$ cat src/rtl/seq_status_pkg.sv
package seq_status_pkg;

    // Event class; the encoded value equals the pulse length in clocks.
    typedef enum logic [1:0] {
        EVC_NONE = 2'd0,
        EVC_NORM = 2'd1,
        EVC_PEND = 2'd2,
        EVC_LONG = 2'd3
    } evt_class_e;

    typedef enum logic [1:0] {
        GS_IDLE  = 2'd0,
        GS_PULSE = 2'd1,
        GS_GAP   = 2'd2,
        GS_HALT  = 2'd3
    } gen_state_e;

    typedef struct packed {
        logic       valid;
        evt_class_e cls;
    } evt_req_t;

    function automatic logic [1:0] pulse_len(input evt_class_e c);
        return logic'(c != EVC_NONE) ? 2'(c) : 2'd1;
    endfunction

endpackage

$ cat src/rtl/seq_evt_arbiter.sv
module seq_evt_arbiter
    import seq_status_pkg::*;
(
    input  logic     boundary_i,
    input  logic     pend_exc_i,
    input  logic     exc_start_i,
    input  logic     tc_miss_i,
    output evt_req_t req_o
);
    always_comb begin
        req_o.valid = 1'b1;
        if (exc_start_i || tc_miss_i)
            req_o.cls = EVC_LONG;
        else if (pend_exc_i)
            req_o.cls = EVC_PEND;
        else if (boundary_i)
            req_o.cls = EVC_NORM;
        else begin
            req_o.cls   = EVC_NONE;
            req_o.valid = 1'b0;
        end
    end
endmodule

$ cat src/rtl/seq_evt_fifo.sv
module seq_evt_fifo
    import seq_status_pkg::*;
#(
    parameter int DEPTH = 4
) (
    input  logic       clk,
    input  logic       rst,
    input  logic       push,
    input  evt_class_e wdata,
    input  logic       pop,
    output evt_class_e rdata,
    output logic       empty,
    output logic       full
);
    localparam int AW = (DEPTH > 1) ? $clog2(DEPTH) : 1;
    localparam int CW = $clog2(DEPTH + 1);

    evt_class_e     mem [DEPTH];
    logic [AW-1:0]  wr_ptr, rd_ptr;
    logic [CW-1:0]  count;
    logic           do_push, do_pop;

    assign empty   = (count == '0);
    assign full    = (count == CW'(DEPTH));
    assign do_push = push && !full;
    assign do_pop  = pop && !empty;
    assign rdata   = mem[rd_ptr];

    function automatic logic [AW-1:0] nxt(input logic [AW-1:0] p);
        return (p == AW'(DEPTH - 1)) ? '0 : p + 1'b1;
    endfunction

    always_ff @(posedge clk) begin
        if (rst) begin
            wr_ptr <= '0;
            rd_ptr <= '0;
            count  <= '0;
            for (int i = 0; i < DEPTH; i++) mem[i] <= EVC_NONE;
        end else begin
            if (do_push) begin
                mem[wr_ptr] <= wdata;
                wr_ptr      <= nxt(wr_ptr);
            end
            if (do_pop) rd_ptr <= nxt(rd_ptr);
            case ({do_push, do_pop})
                2'b10:   count <= count + 1'b1;
                2'b01:   count <= count - 1'b1;
                default: count <= count;
            endcase
        end
    end

    assert_drop_when_full_R7: assert property (@(posedge clk) disable iff (rst)
        (push && full && !pop) |=> (count == CW'(DEPTH)));

    assert_pop_nonempty_R6: assert property (@(posedge clk) disable iff (rst)
        (pop && !rst) |-> !empty);
endmodule

$ cat src/rtl/seq_pulse_gen.sv
module seq_pulse_gen
    import seq_status_pkg::*;
#(
    parameter int GAP_MIN = 1
) (
    input  logic       clk,
    input  logic       rst,
    input  logic       halt_i,
    input  logic       q_empty,
    input  evt_class_e q_head,
    output logic       q_pop,
    output logic       status_o
);
    localparam int GW = $clog2(GAP_MIN + 1);

    gen_state_e    st;
    logic [1:0]    remain;
    logic [GW-1:0] gap_cnt;
    logic          can_start;
    logic [2:0]    run_cnt;

    assign can_start = (st == GS_IDLE) || (st == GS_GAP && gap_cnt == GW'(1));
    assign q_pop     = !rst && !halt_i && can_start && !q_empty;
    assign status_o  = (st == GS_PULSE) || (st == GS_HALT);

    always_ff @(posedge clk) begin
        if (rst) begin
            st      <= GS_IDLE;
            remain  <= '0;
            gap_cnt <= '0;
        end else if (halt_i || st == GS_HALT) begin
            st <= GS_HALT;
        end else begin
            case (st)
                GS_PULSE: begin
                    if (remain == 2'd1) begin
                        st      <= GS_GAP;
                        gap_cnt <= GW'(GAP_MIN);
                    end else begin
                        remain <= remain - 1'b1;
                    end
                end
                GS_GAP: begin
                    if (gap_cnt != GW'(1)) gap_cnt <= gap_cnt - 1'b1;
                    else if (q_empty)      st      <= GS_IDLE;
                end
                default: ;
            endcase
            if (q_pop) begin
                st     <= GS_PULSE;
                remain <= pulse_len(q_head);
            end
        end
    end

    // Independent run-length counter of the status wire for checking.
    always_ff @(posedge clk) begin
        if (rst)                 run_cnt <= '0;
        else if (!status_o)      run_cnt <= '0;
        else if (run_cnt != 3'd7) run_cnt <= run_cnt + 1'b1;
    end

    assert_run_bound_R3: assert property (@(posedge clk) disable iff (rst)
        (st != GS_HALT) |-> (run_cnt <= 3'd3));

    assert_halt_sticky_R4: assert property (@(posedge clk) disable iff (rst)
        halt_i |=> status_o);
endmodule

$ cat src/rtl/seq_status_encoder.sv
module seq_status_encoder
    import seq_status_pkg::*;
#(
    parameter int DEPTH   = 4,
    parameter int GAP_MIN = 1
) (
    input  logic clk,
    input  logic rst,
    input  logic boundary_i,
    input  logic pend_exc_i,
    input  logic exc_start_i,
    input  logic tc_miss_i,
    input  logic dbl_fault_i,
    input  logic refill_req_i,
    output logic status_o,
    output logic refill_o
);
    evt_req_t   req;
    evt_class_e q_head;
    logic       q_empty, q_full, q_pop;

    seq_evt_arbiter u_arb (
        .boundary_i (boundary_i),
        .pend_exc_i (pend_exc_i),
        .exc_start_i(exc_start_i),
        .tc_miss_i  (tc_miss_i),
        .req_o      (req)
    );

    seq_evt_fifo #(.DEPTH(DEPTH)) u_fifo (
        .clk  (clk),
        .rst  (rst),
        .push (req.valid),
        .wdata(req.cls),
        .pop  (q_pop),
        .rdata(q_head),
        .empty(q_empty),
        .full (q_full)
    );

    seq_pulse_gen #(.GAP_MIN(GAP_MIN)) u_gen (
        .clk     (clk),
        .rst     (rst),
        .halt_i  (dbl_fault_i),
        .q_empty (q_empty),
        .q_head  (q_head),
        .q_pop   (q_pop),
        .status_o(status_o)
    );

    always_ff @(posedge clk) begin
        if (rst) refill_o <= 1'b0;
        else     refill_o <= refill_req_i;
    end

    assert_refill_cause_R8: assert property (@(posedge clk) disable iff (rst)
        refill_o |-> $past(refill_req_i));

    assert_refill_one_clk_R8: assert property (@(posedge clk) disable iff (rst)
        (refill_o && !refill_req_i) |=> !refill_o);
endmodule

$ cat config.mk
export PLATFORM = sky130hd
export DESIGN_NAME = seq_status_encoder
export DESIGN_NICKNAME = d
export VERILOG_FILES = /design/src/rtl/seq_status_pkg.sv /design/src/rtl/seq_evt_arbiter.sv /design/src/rtl/seq_evt_fifo.sv /design/src/rtl/seq_pulse_gen.sv /design/src/rtl/seq_status_encoder.sv
export SDC_FILE = /design/constraint.sdc
export NUM_CORES = 1
export LEC_CHECK = 0
export BUFFER_PORTS_ARGS = -buffer_cell sky130_fd_sc_hd__buf_2
export CAP_MARGIN = 20
export CORE_UTILIZATION = 45
export CTS_CLUSTER_DIAMETER = 50
export DETAILED_ROUTE_END_ITERATION = 8
export PLACE_DENSITY_LB_ADDON = 0.05
export SYNTH_ARGS = -nofsm -noshare
export SYNTH_HDL_FRONTEND = slang
export SYNTH_SLANG_ARGS = --single-unit
export TNS_END_PERCENT = 50
$ cat constraint.sdc
create_clock -name clk -period 2.62 [get_ports clk]
set_input_delay 0.131 -clock clk [delete_from_list [all_inputs] [get_ports clk]]
set_output_delay 0.131 -clock clk [all_outputs]
set_load 0.01 [all_outputs]
==> metrics.md, run 1 <==
| Metric | Value |
|---|---|
| Warnings, synthesis | 0 |
| Pin count of the biggest net entering global routing | 19 |
| Nets in the synthesized netlist | 131 |
| Site Rows | 18 |
| Post-detailed-placement half-perimeter wirelength | 1640 µm |
| Number of I/O port buffers | 9 |
| Arrival time reported for the critical path endpoint | 2.67 ns |
| CTS Hold Bufs | 0 |
| Worst Setup Path Type | reg2reg |
| Antenna violations before repair | 0 |
| Vias per std cell | 5.46 |
| Nets | 145 |
| Max-Cap Viols | 0 |
| Antenna Nets Post-Route | 0 |
| Clock tree from TritonCTS | yes |
| Gate Count Post-Synth | 114 |
| Data required time of the worst path | 2.87 ns |
| Total global-route track usage | 17.9% |
| Number of setup buffers added after CTS | 0 |
| Most common cell after layout, fill and taps aside | sky130_fd_sc_hd__nor2_1 |
| Via count | 858 |
| Status | finished clean |
| Iteration count of the initial detailed-routing pass | 4 |
| Synthesized area divided by synthesized cell count | 10.3 µm² |
| Leakage | 0.000544 µW |
| Later-pin clock latency in the skew report | 0.31 ns |
| Fraction of the cycle the final worst path needs | 92.5% |
| CP startpoint kind | register |
| Post-synthesis sequential area ratio | 45.9% |
| Clock slew seen by the registers of the worst setup and hold paths | 0.13 ns |
| Total negative slack for setup checks | 0 ns |
| Flip-flop and latch count after synthesis | 23 |
| Worst slack at placement | 0.145 ns |
| Height of the die | 53.2 µm |
| Htree depth | 1 |
| Final setup vio count | 0 |
| Number of gates resized after CTS | 0 |
| Die X | 53.2 µm |
| Worst setup skew after layout | 0.00185 ns |
| Starting utilization of the core area | 47.6% |
| Number of global-route vias before repair | 810 |
| Number of CTS-inserted buffers | 3 |
| Area Overhead vs Synth | 10.3% |
| Residual overflow from global routing | 0 |
| Worst setup EP type | register |
| DRC Markers | 0 |
| Pwr/cell area | 752 nW/µm² |
| Hold crit path type | in2reg |
| Final worst path period need | 2.42 ns |
| Antenna diode instance count | 0 |
| Fraction of final layout cells with drive strength greater than 1 | 18.1% |
| Largest driver fanout on the critical path | 5 |
| Maximum buffer depth of the clock tree | 2 |
| Clock Root Buffer | sky130_fd_sc_hd__clkbuf_4 |
| RSZ-0062 raised after global routing | false |
| Worst max-slew margin expressed relative to the limit | 62.5% |
| Placeable Area | 2480 µm² |
| Number of ports placed on the die boundary | 10 |
| Peak supply drop | 0.000473 V |
| Global-route wire length before repair | 3560 µm |
| Synthesized cell area | 1180 µm² |
| Actual slew at the worst max-slew pin | 0.557 ns |
| Fin. Hold Viols | 0 |
| Final routed wire length divided by cell count | 13.8 µm |
| Pins Over Slew Limit | 0 |
| Detailed Route Iter0 Violations | 12 |
| Die footprint | 2830 µm² |
| Maximum operating frequency | 413 MHz |
| Final setup slack of the worst path | 0.198 ns |
| Global placement routability congestion | 0.733 |
| Unique masters post-synth | 34 |
| Number of sinks driven by the clock tree | 23 |
| Commonest cells after routing, fill and taps aside | 16 x sky130_fd_sc_hd__nor2_1, 15 x sky130_fd_sc_hd__dfxtp_1, 9 x sky130_fd_sc_hd__buf_2 |
| WL final | 2170 µm |
==> worst paths after layout <==
check                        startpoint                           end  slack, ns  depth (start not counted)
min reg2reg  u_gen.gap_cnt$_SDFFE_PP0P_    u_gen.gap_cnt$_SDFFE_PP0P_       0.52                          2
max            u_gen.st[0]$_SDFFE_PP0P_  u_fifo.count[2]$_SDFFE_PP0P_       0.20                          9
min                        refill_req_i           refill_o$_SDFF_PP0_       0.03                          2
max reg2reg    u_gen.st[0]$_SDFFE_PP0P_  u_fifo.count[2]$_SDFFE_PP0P_       0.20                          9
==> state kept, by name (all words and copies together) (netlist names), named ones only <==
signal and flops:
refill_o 1, u_fifo.count 3, u_fifo.mem 8, u_fifo.rd_ptr 2, u_fifo.wr_ptr 2, u_gen.gap_cnt 1, u_gen.remain 2, u_gen.st 2
==> kinds of logic (layout without fill, tap and decap cells) <==
| family | after synthesis | count (layout) | synth area share (%) |
|---|---|---|---|
| xor gates and xnor gates | 2 | 2 | 1.49 |
| and+or+nand+nor | 36 | 36 | 16.3 |
| DFF | 23 | 23 | 45.9 |
| AOI/OAI and AO/OA | 27 | 27 | 14.9 |
| adders and majority gates | 9 | 9 | 10.2 |
| buffers and inverters | 10 | 23 | 3.19 |
| muxes | 7 | 7 | 8.07 |
==> synth_stat cells <==
master / number / area share [%]
sky130_fd_sc_hd__mux2i_1: 5 / 4.2
sky130_fd_sc_hd__o31ai_1: 2 / 1.3
sky130_fd_sc_hd__nand3_1: 1 / 0.42
sky130_fd_sc_hd__or3_1: 2 / 1.1
sky130_fd_sc_hd__nand2_1: 3 / 0.96
sky130_fd_sc_hd__a211oi_1: 1 / 0.64
sky130_fd_sc_hd__dfxtp_1: 15 / 25
sky130_fd_sc_hd__nor3_2: 1 / 0.85
sky130_fd_sc_hd__nand2b_1: 3 / 1.6
sky130_fd_sc_hd__xor2_1: 1 / 0.74
sky130_fd_sc_hd__edfxtp_1: 8 / 20
sky130_fd_sc_hd__nor3_1: 3 / 1.3
sky130_fd_sc_hd__nor2b_1: 2 / 1.1
sky130_fd_sc_hd__inv_1: 8 / 2.5
sky130_fd_sc_hd__nor4_1: 1 / 0.53
sky130_fd_sc_hd__a21boi_0: 1 / 0.64
sky130_fd_sc_hd__fa_1: 1 / 1.7
sky130_fd_sc_hd__mux4_2: 2 / 3.8
sky130_fd_sc_hd__o21bai_1: 2 / 1.3
sky130_fd_sc_hd__a31oi_1: 2 / 1.1
sky130_fd_sc_hd__or2_2: 2 / 1.1
sky130_fd_sc_hd__o211ai_1: 2 / 1.3
sky130_fd_sc_hd__nor2_1: 16 / 5.1
sky130_fd_sc_hd__a31o_2: 1 / 0.74
sky130_fd_sc_hd__clkbuf_1: 2 / 0.64
sky130_fd_sc_hd__a21o_1: 2 / 1.3
sky130_fd_sc_hd__a221o_1: 1 / 0.85
sky130_fd_sc_hd__a21oi_1: 8 / 3.4
sky130_fd_sc_hd__o2bb2ai_1: 1 / 0.74
sky130_fd_sc_hd__xnor2_1: 1 / 0.74
sky130_fd_sc_hd__nor4_4: 1 / 1.8
sky130_fd_sc_hd__ha_1: 8 / 8.5
sky130_fd_sc_hd__o21ai_0: 4 / 1.7
sky130_fd_sc_hd__or4_1: 1 / 0.64
==> final cells by class <==
type                            instances  area (µm²)
Clock buffer                            3        22.5
Clock inverter                          1        5.00
Fill cell                             244        1180
Inverter                                8        30.0
Multi-Input combinational cell         81         604
Sequential cell                        23         541
Tap cell                               30        37.5
Timing Repair Buffer                   11        60.1
==> power breakdown <==
group | leakage (µW) | internal [µW] | switching (µW)
clock network | 0.0000177 | 57.0 | 108
registers | 0.000207 | 442 | 61.3
logic | 0.000319 | 140 | 169
total | 0.000544 | 640 | 338
==> per-stage QoR <==
stage / cell area, µm² / util, % / instances / total power, µW / hold slack, ns
2_1_floorplan: 1180 / - / 114 / 734 / 0.259
3_3_place_gp: 1270 / 51.2 / 153 / 807 / 0.348
3_5_place_dp: 1270 / 51.2 / 153 / 819 / 0.357
4_1_cts: 1300 / 52.3 / 157 / 983 / 0.0308
5_1_grt: 1300 / 52.5 / 157 / 1060 / 0.0272
6_report: 1300 / 52.5 / 157 / 978 / 0.0283
==> worst max-delay path, cell delays in order (launching register included) <==
cell and delay [ns]:
sky130_fd_sc_hd__dfxtp_1 0.40, sky130_fd_sc_hd__inv_1 0.09, sky130_fd_sc_hd__ha_1 0.24, sky130_fd_sc_hd__a21oi_2 0.23, sky130_fd_sc_hd__nor4_4 0.09, sky130_fd_sc_hd__ha_1 0.27, sky130_fd_sc_hd__fa_1 0.46, sky130_fd_sc_hd__xnor2_1 0.15
sky130_fd_sc_hd__or3_1 0.31, sky130_fd_sc_hd__a21oi_1 0.14
==> per-layer routing <==
metal / vias up / global-route usage, % / share of wire [%]
met5: - / 0 / 0
met4: 0 / 7.89 / 0.46
met3: 2 / 2.59 / 3.2
met2: 13 / 30.0 / 49
met1: 404 / 22.7 / 48
li1: 439 / - / -
(Power assumes the default switching activity.)
==> run 2: changes to the inputs <==
--- a/config.mk
+++ b/config.mk
@@ -7,7 +7,9 @@
 export LEC_CHECK = 0
 export BUFFER_PORTS_ARGS = -buffer_cell sky130_fd_sc_hd__buf_2
 export CAP_MARGIN = 20
-export CORE_UTILIZATION = 45
+export CELL_PAD_IN_SITES_DETAIL_PLACEMENT = 0
+export CELL_PAD_IN_SITES_GLOBAL_PLACEMENT = 2
+export CORE_UTILIZATION = 37
 export CTS_CLUSTER_DIAMETER = 50
 export DETAILED_ROUTE_END_ITERATION = 8
 export PLACE_DENSITY_LB_ADDON = 0.05
==> run 2 against run 1 <==
Register-to-register slack lost 0.03 ns. Sequential share of layout area shrank 0.44 points. Final cell count grew 8.9%. Core utilization shrank 9.1 points. Die area grew 21%. Non-clock buffer count is the same. Critical path depth is the same. Global-route usage shrank 3.6 points. Clock-buffer cell count is the same. Fmax shrank 1.1%. Worst hold slack lost 0.0083 ns. Routed wire length shrank 4.1%. Critical endpoint unchanged. Largest power group unchanged.
==> metrics.md, run 2 (synthesis gave the netlist of run 1 again) <==
| Metric | Value |
|---|---|
| Htree depth | 1 |
| Nets | 145 |
| Via count | 840 |
| Pin count of the biggest net entering global routing | 19 |
| Die X | 58.4 µm |
| Clock slew seen by the registers of the worst setup and hold paths | 0.13 ns |
| Clock tree from TritonCTS | yes |
| Global-route wire length before repair | 3650 µm |
| Number of ports placed on the die boundary | 10 |
| Pins Over Slew Limit | 0 |
| Maximum operating frequency | 408 MHz |
| Worst setup skew after layout | 0.00635 ns |
| Post-detailed-placement half-perimeter wirelength | 1610 µm |
| Registers with the most flip-flops | u_fifo.mem (8), u_fifo.count (3) |
| Antenna violations before repair | 0 |
| Fraction of final layout cells with drive strength greater than 1 | 17.3% |
| Hold crit path type | in2reg |
| Number of global-route vias before repair | 799 |
| Worst Setup Path Type | reg2reg |
| DRC Markers | 0 |
| Residual overflow from global routing | 0 |
| Number of setup buffers added after CTS | 0 |
| WHS Path Cells | 2 |
| Flip-flop count of the largest register, all copies and words added | 8 |
| Number of CTS-inserted buffers | 3 |
| Later-pin clock latency in the skew report | 0.31 ns |
| Clock Root Buffer | sky130_fd_sc_hd__clkbuf_4 |
| Pwr/cell area | 738 nW/µm² |
| Starting utilization of the core area | 38.9% |
| CTS Hold Bufs | 0 |
| Total global-route track usage | 14.3% |
| Number of gates resized after CTS | 0 |
| Commonest cells after routing, fill and taps aside | 16 x sky130_fd_sc_hd__nor2_1, 15 x sky130_fd_sc_hd__dfxtp_1, 9 x sky130_fd_sc_hd__buf_2 |
| Final setup vio count | 0 |
| Fraction of the cycle the final worst path needs | 93.5% |
| Height of the die | 58.4 µm |
| Detailed Route Iter0 Violations | 25 |
| CP startpoint kind | register |
| Worst max-slew margin expressed relative to the limit | 62.7% |
| Actual slew at the worst max-slew pin | 0.555 ns |
| Most flops, register | u_fifo.mem |
| Die footprint | 3420 µm² |
| Final Power | 970 µW |
| Site Rows | 20 |
| Antenna diode instance count | 0 |
| Maximum buffer depth of the clock tree | 2 |
| RSZ-0062 raised after global routing | false |
| Area Overhead vs Synth | 11.5% |
| Iteration count of the initial detailed-routing pass | 4 |
| Final routed wire length divided by cell count | 12.2 µm |
| Worst setup EP type | register |
| Global placement routability congestion | 0.693 |
| Placeable Area | 3030 µm² |
| Number of I/O port buffers | 9 |
| Utilization of the core after routing | 43.4% |
| Final worst path period need | 2.45 ns |
| Most common cell after layout, fill and taps aside | sky130_fd_sc_hd__nor2_1 |
| Number of sinks driven by the clock tree | 23 |
| Register-to-register path setup slack | 0.17 ns |
| Max-Cap Viols | 0 |
| Largest driver fanout on the critical path | 5 |
| WL final | 2080 µm |
| Antenna Nets Post-Route | 0 |
| Peak supply drop | 0.000275 V |
| Leakage | 0.000544 µW |
| Total negative slack for setup checks | 0 ns |
| Reg2reg path depth | 9 |
| Vias per std cell | 4.91 |
| Fin. Hold Viols | 0 |
| Status | finished clean |
| Arrival time reported for the critical path endpoint | 2.70 ns |
| Data required time of the worst path | 2.87 ns |
==> run 2: cell types whose count changed in the layout (fill, tap and decap cells not counted) <==
cell	previous run	this run
sky130_fd_sc_hd__a21oi_2	1	0
sky130_fd_sc_hd__a21oi_1	7	8
==> run 2: through the flow <==
| step | instance area, µm² | hold slack [ns] | setup slack, ns | cells |
|---|---|---|---|---|
| floorplan | 1180 | 0.259 | 0.322 | 114 |
| CTS | 1310 | 0.0133 | 0.141 | 171 |
| finish | 1310 | 0.0200 | 0.172 | 171 |
| global placement | 1290 | 0.344 | 0.234 | 167 |
| global route | 1310 | 0.0142 | 0.00536 | 171 |
| detailed placement | 1290 | 0.349 | 0.156 | 167 |
==> run 2: routing by layer <==
layer	vias to the layer above	share of wire, %	global-route usage (%)
met5	-	0	0
li1	436	-	-
met4	0	1.3	6.80
met2	17	46	22.2
met1	383	50	19.8
met3	4	2.5	1.98
==> run 2: worst max-delay path, stage by stage (launching register included) <==
cell                      delay, ns
sky130_fd_sc_hd__dfxtp_1       0.39
sky130_fd_sc_hd__inv_1         0.07
sky130_fd_sc_hd__ha_1          0.23
sky130_fd_sc_hd__a21oi_1       0.33
sky130_fd_sc_hd__nor4_4        0.10
sky130_fd_sc_hd__ha_1          0.26
sky130_fd_sc_hd__fa_1          0.44
sky130_fd_sc_hd__xnor2_1       0.14
sky130_fd_sc_hd__or3_1         0.30
sky130_fd_sc_hd__a21oi_1       0.13
==> run 2: final timing paths <==
check	startpoint	endpoint
worst min register to register	u_gen.gap_cnt$_SDFFE_PP0P_	u_gen.gap_cnt$_SDFFE_PP0P_
worst max register to register	u_gen.st[0]$_SDFFE_PP0P_	u_fifo.count[2]$_SDFFE_PP0P_
worst max-delay path	u_gen.st[0]$_SDFFE_PP0P_	u_fifo.count[2]$_SDFFE_PP0P_
worst min-delay path	refill_req_i	refill_o$_SDFF_PP0_
==> run 2: layout make-up <==
class / instances / area, µm²
Tap cell: 44 / 55.1
Multi-Input combinational cell: 81 / 601
Timing Repair Buffer: 11 / 60.1
Inverter: 8 / 30.0
Clock buffer: 3 / 22.5
Fill cell: 309 / 1710
Sequential cell: 23 / 541
Clock inverter: 1 / 5.00
==> run 2: power by group <==
part / total [µW] / switching (µW) / internal (µW)
clock: 163 / 106 / 57.0
sequential: 501 / 58.3 / 442
combinational: 306 / 167 / 139
